### config.mk
export PLATFORM = sky130hd
export DESIGN_NAME = rtc_irq_status
export DESIGN_NICKNAME = d
export VERILOG_FILES = /design/src/rtl/rtc_irq_pkg.sv /design/src/rtl/rtc_rate_div.sv /design/src/rtl/rtc_flag_unit.sv /design/src/rtl/rtc_irq_status.sv
export SDC_FILE = /design/constraint.sdc
export NUM_CORES = 1
export LEC_CHECK = 0
export BUFFER_PORTS_ARGS = -buffer_cell sky130_fd_sc_hd__buf_4
export CAP_MARGIN = 10
export CORE_UTILIZATION = 30
export CTS_CLUSTER_DIAMETER = 150
export DETAILED_ROUTE_END_ITERATION = 8
export HOLD_SLACK_MARGIN = 0.15
export PLACE_DENSITY_LB_ADDON = 0.25
export RECOVER_POWER = 50
export SKIP_LAST_GASP = 1
export SLEW_MARGIN = 20
export SYNTH_ARGS = -nofsm -noshare
export SYNTH_HDL_FRONTEND = slang
export SYNTH_SLANG_ARGS = --single-unit
### constraint.sdc
create_clock -name clk_i -period 6.18 [get_ports clk_i]
set_input_delay 1.236 -clock clk_i [delete_from_list [all_inputs] [get_ports clk_i]]
set_output_delay 1.236 -clock clk_i [all_outputs]
set_load 0.02 [all_outputs]
### src/rtl/rtc_irq_pkg.sv
package rtc_irq_pkg;
  localparam int DATA_W = 8;
  localparam int CNT_W  = 15;  // longest period is 2^14 ticks
  localparam int SRC_N  = 3;
  localparam int SRC_UPD = 0;  // flag bit 4
  localparam int SRC_ALM = 1;  // flag bit 5
  localparam int SRC_PER = 2;  // flag bit 6
  localparam int FLAG_LSB = 4;

  localparam int A_CTRL = 0;
  localparam int A_ENA  = 1;
  localparam int A_FLAG = 2;
  localparam int A_PWR  = 3;

  // terminal count for a rate code; codes 1 and 2 alias to 8 and 9
  function automatic logic [CNT_W-1:0] last_count(input logic [3:0] rate);
    int sh;
    logic [CNT_W-1:0] r;
    case (rate)
      4'd1:    sh = 7;
      4'd2:    sh = 8;
      default: sh = int'(rate) - 1;
    endcase
    for (int i = 0; i < CNT_W; i++) r[i] = (i < sh);
    return r;
  endfunction
endpackage

### src/rtl/rtc_rate_div.sv
module rtc_rate_div
  import rtc_irq_pkg::*;
(
  input  logic             clk_i,
  input  logic             rst_ni,
  input  logic             tick_i,
  input  logic             hold_i,
  input  logic [3:0]       rate_i,
  output logic             evt_o,
  output logic [CNT_W-1:0] cnt_o
);
  logic [CNT_W-1:0] cnt_q, last;
  logic             stop;

  assign last  = last_count(rate_i);
  assign stop  = hold_i || (rate_i == 4'd0);
  assign evt_o = tick_i && !stop && (cnt_q >= last);
  assign cnt_o = cnt_q;

  always_ff @(posedge clk_i or negedge rst_ni) begin
    if (!rst_ni)      cnt_q <= '0;
    else if (stop)    cnt_q <= '0;
    else if (tick_i)  cnt_q <= (cnt_q >= last) ? '0 : cnt_q + 1'b1;
  end
endmodule

### src/rtl/rtc_flag_unit.sv
module rtc_flag_unit
  import rtc_irq_pkg::*;
(
  input  logic             clk_i,
  input  logic             rst_ni,
  input  logic [SRC_N-1:0] evt_i,
  input  logic [SRC_N-1:0] ena_i,
  input  logic             clr_i,
  output logic [SRC_N-1:0] flag_o,
  output logic             req_o
);
  logic [SRC_N-1:0] flag_q;

  for (genvar g = 0; g < SRC_N; g++) begin : g_src
    always_ff @(posedge clk_i or negedge rst_ni) begin
      if (!rst_ni) flag_q[g] <= 1'b0;
      else         flag_q[g] <= evt_i[g] | (flag_q[g] & ~clr_i);  // event beats clear
    end
  end

  assign flag_o = flag_q;
  assign req_o  = |(flag_q & ena_i);
endmodule

### src/rtl/rtc_irq_status.sv
module rtc_irq_status
  import rtc_irq_pkg::*;
#(
  parameter int         ADDR_W   = 2,
  parameter logic [6:0] CTRL_RST = 7'h20
) (
  input  logic              clk_i,
  input  logic              rst_ni,
  input  logic              tick_i,
  input  logic              wr_en_i,
  input  logic              rd_en_i,
  input  logic [ADDR_W-1:0] addr_i,
  input  logic [DATA_W-1:0] wdata_i,
  output logic [DATA_W-1:0] rdata_o,
  input  logic              alarm_evt_i,
  input  logic              update_evt_i,
  input  logic              update_busy_i,
  input  logic              power_ok_i,
  output logic              irq_o
);
  logic [6:0]       ctrl_q;
  logic [3:0]       ena_q;
  logic             sel_ctrl, sel_ena, sel_flag, sel_pwr;
  logic             div_hold, per_evt, flag_clr, req;
  logic [CNT_W-1:0] per_cnt;
  logic [SRC_N-1:0] flag_q, evt_vec;

  assign sel_ctrl = (addr_i == ADDR_W'(A_CTRL));
  assign sel_ena  = (addr_i == ADDR_W'(A_ENA));
  assign sel_flag = (addr_i == ADDR_W'(A_FLAG));
  assign sel_pwr  = (addr_i == ADDR_W'(A_PWR));

  always_ff @(posedge clk_i or negedge rst_ni) begin
    if (!rst_ni) begin
      ctrl_q <= CTRL_RST;
      ena_q  <= '0;
    end else if (wr_en_i) begin
      if (sel_ctrl) ctrl_q <= wdata_i[6:0];
      if (sel_ena)  ena_q  <= wdata_i[7:4];
    end
  end

  assign div_hold = (ctrl_q[6:5] == 2'b11);

  rtc_rate_div u_div (
    .clk_i  (clk_i),
    .rst_ni (rst_ni),
    .tick_i (tick_i),
    .hold_i (div_hold),
    .rate_i (ctrl_q[3:0]),
    .evt_o  (per_evt),
    .cnt_o  (per_cnt)
  );

  always_comb begin
    evt_vec          = '0;
    evt_vec[SRC_UPD] = update_evt_i;
    evt_vec[SRC_ALM] = alarm_evt_i;
    evt_vec[SRC_PER] = per_evt;
  end

  assign flag_clr = rd_en_i && sel_flag;

  rtc_flag_unit u_flags (
    .clk_i  (clk_i),
    .rst_ni (rst_ni),
    .evt_i  (evt_vec),
    .ena_i  (ena_q[2:0]),
    .clr_i  (flag_clr),
    .flag_o (flag_q),
    .req_o  (req)
  );

  assign irq_o = req;

  always_comb begin
    rdata_o = '0;
    if (sel_ctrl)      rdata_o = {update_busy_i, ctrl_q};
    else if (sel_ena)  rdata_o = {ena_q, 4'b0000};
    else if (sel_flag) rdata_o = {req, flag_q, 4'b0000};
    else if (sel_pwr)  rdata_o = {power_ok_i, 7'b0};
  end
endmodule

==> out/results.txt <==
Initial antenna violation count -> 0
Initial Util -> 31.1%
Nets -> 302
Synth top area cells -> dfrtp_1 (33%), ha_1 (12%), o21ai_0 (5.2%), mux2_2 (4.8%), nand2_1 (4.6%)
Failing checks -> max-capacitance violations, max-slew violations
Root Buffer -> clkbuf_8
Top post-synthesis cells by count -> dfrtp_1 (28), nand2_1 (26), o21ai_0 (22), ha_1 (20), a21oi_1 (18)
N_diodes -> 0
PwrDens -> 267 nW/um2
DRC Markers -> 0
Syn-to-layout area delta -> 16.6%
Routed WL -> 4.71 mm
Post_cts resized -> 0
Worst path arrival time -> 4.01 ns
Vias -> 1848
TritonCTS clock tree -> yes
YS warnings -> 0
Max Clk Rate -> 263 MHz
Post-synth EDFFs -> 0
Distinct cells, synth -> 40
Pre-CTS setup slack -> 2.41 ns
CP Class -> register to register
Reg clk slew, reported paths -> 0.06 ns
First-pass GRT wire length -> 7.94 mm
Hold crit path type -> register to register
Status -> finished, violations left
Core area -> 6790 um2
Data required, critical path -> 6.38 ns
Port Buffers -> 27
Fin crit share -> 61.5%
Sequential share of the synthesized area -> 34.4%
Largest net degree at the start of global routing -> 30
Syn_area_per_cell -> 8.95 um2
Iter 0 DRT Violations -> 107
Vias per cell -> 5.13
Max cap viols -> 1
Detail Placement HPWL -> 3.57 mm
RSZ-0062 raised after global routing -> no
Rel. slew slack -> -9.44%
Crit Path Max Fanout -> 28
Num ports -> 28
Vias in the first global route -> 1685
Count of final setup violators -> 0
GRT overflow -> 0
Die Height -> 85.9 um
TritonRoute pass-1 iters -> 4
Share of layout cells above drive strength 1 -> 18.9%
Post-CTS Hold Buffers -> 0
Maximum vdd drop -> 0.123 mV
Min Tclk post-route -> 3.80 ns
Clk_skew -> 0.00220 ns
Clk buf depth -> 2
Critical path startpoint category -> register
Die area -> 7380 um2
Hold Slack -> 0.508 ns
Most frequent cell after synthesis -> dfrtp_1
Synth Register Bits -> 29
Yosys top cell by area -> dfrtp_1
Crit path capture type -> register
Post-DRT Antenna Nets -> 0
Num CTS Buffers -> 5
Routability cong. -> 0.795
Final design utilization -> 36.2%
Yosys top cell area share -> 33.2%
Top FF cell, synth -> dfrtp_1
GRT Total Usage -> 13.6%
Final Hold Viols -> 0
Tightest Pin Transition -> 1.64 ns
H-tree depth -> 2
Worst-skew pair later-pin latency -> 0.28 ns
Netlist Area Pre-Place -> 2110 um2
Leakage power -> 1.14 nW
Drt wl/cell -> 13.1 um
Syn Nets -> 275
Final worst slack -> 2.38 ns
Async SR Flop Fraction -> 100%
Setup TNS -> 0 ns
Die outline width -> 85.9 um
Postcts setup bufs -> 0
Fillers -> 724
Cells after synthesis -> 236
Sink Count -> 29
Row count -> 30
Count of pins over their slew limit -> 30
==> cell usage in the layout, fill, tap and decap left out, types with 2 or more instances in the layout <==
cell,instances
a21o_1,9
a21oi_1,18
a221o_1,2
a22o_1,4
a22oi_1,2
a31oi_1,9
and2_1,4
and3_1,3
buf_4,25
clkbuf_1,3
clkbuf_8,5
clkinv_2,2
dfrtp_1,28
ha_1,20
inv_1,12
mux2_2,9
mux2i_1,6
nand2_1,26
nand2b_1,3
nand3_1,9
nand4_1,5
nor2_1,11
nor3_1,6
o21ai_0,22
o21ai_2,2
or2_2,2
==> power breakdown <==
group / switching (mW) / internal, mW
Clock: 0.0745 / 0.0779
Combinational: 0.150 / 0.113
Sequential: 0.0276 / 0.213
Total: 0.253 / 0.404
==> worst max-delay path, cell delays in order (launching register included) <==
cell and delay [ns]:
dfrtp_1 0.44, inv_1 0.20, ha_1 0.31, nor3_1 0.09
o21ai_0 0.13, o21ai_0 0.22, or2_2 0.40, o21ai_0 0.22
ha_1 0.28, a21o_1 0.16, a31oi_1 0.16, o21bai_1 0.15
a21oi_4 0.57, a41oi_1 0.20, a31oi_1 0.18
==> layer usage <==
metal	vias to the layer above	GRT usage, %	wire length (um)
met4	0	5.00	79
met5	-	0	0
li1	925	-	-
met1	886	18.3	2200
met3	7	2.21	138
met2	30	22.0	2300
==> area by class of cell <==
class / instances / area, um2 / share of cell area [%]
well taps: 96 / 120 / 4.88
repair buffers: 28 / 200 / 8.13
clock inverters: 2 / 10.0 / 0.407
multi-input cells: 187 / 1290 / 52.3
inverters: 12 / 45.0 / 1.83
flip-flops and latches: 29 / 727 / 29.5
clock buffers: 6 / 72.6 / 2.95
==> sequential cells by signal, indices dropped and copies added, names as in the netlist <==
| signal | count |
|---|---|
| u_div.cnt_o | 15 |
| ctrl_q | 7 |
| u_flags.flag_o | 3 |
| ena_q | 4 |
==> cell families (layout without fill, tap and decap cells) <==
kind of cell / Yosys count / after routing / synth area share [%]
AOI/OAI and AO/OA: 77 / 77 / 23.3
adders and majority gates: 20 / 20 / 11.8
buffers and inverters: 20 / 48 / 4.62
DFF: 29 / 29 / 34.4
muxes: 16 / 16 / 8.71
and+or+nand+nor: 74 / 74 / 17.1
==> through the flow <==
step	instances	area [um2]	power, mW
2_1_floorplan	236	2110	0.440
3_3_place_gp	351	2380	0.504
5_1_grt	360	2460	0.710
4_1_cts	360	2470	0.665
6_report	360	2460	0.656
3_5_place_dp	352	2390	0.509
==> path summary, 6_finish.rpt <==
kind                                        startpoint                     endpoint  slack, ns  cells past startpoint
hold reg to reg            u_flags.flag_o[0]$_DFF_PN0_  u_flags.flag_o[0]$_DFF_PN0_       0.51                      1
min in group asynchronous                       rst_ni   u_div.cnt_o[3]$_DFFE_PN0P_       1.37                      1
hold / removal             u_flags.flag_o[0]$_DFF_PN0_  u_flags.flag_o[0]$_DFF_PN0_       0.51                      1
setup / recovery                 ctrl_q[1]$_DFFE_PN0P_   u_div.cnt_o[8]$_DFFE_PN0P_       2.38                     14
max in group asynchronous                       rst_ni        ctrl_q[2]$_DFFE_PN0P_       3.87                      1
setup reg to reg                 ctrl_q[1]$_DFFE_PN0P_   u_div.cnt_o[8]$_DFFE_PN0P_       2.38                     14
No activity file was read; power rests on OpenSTA's default activity.
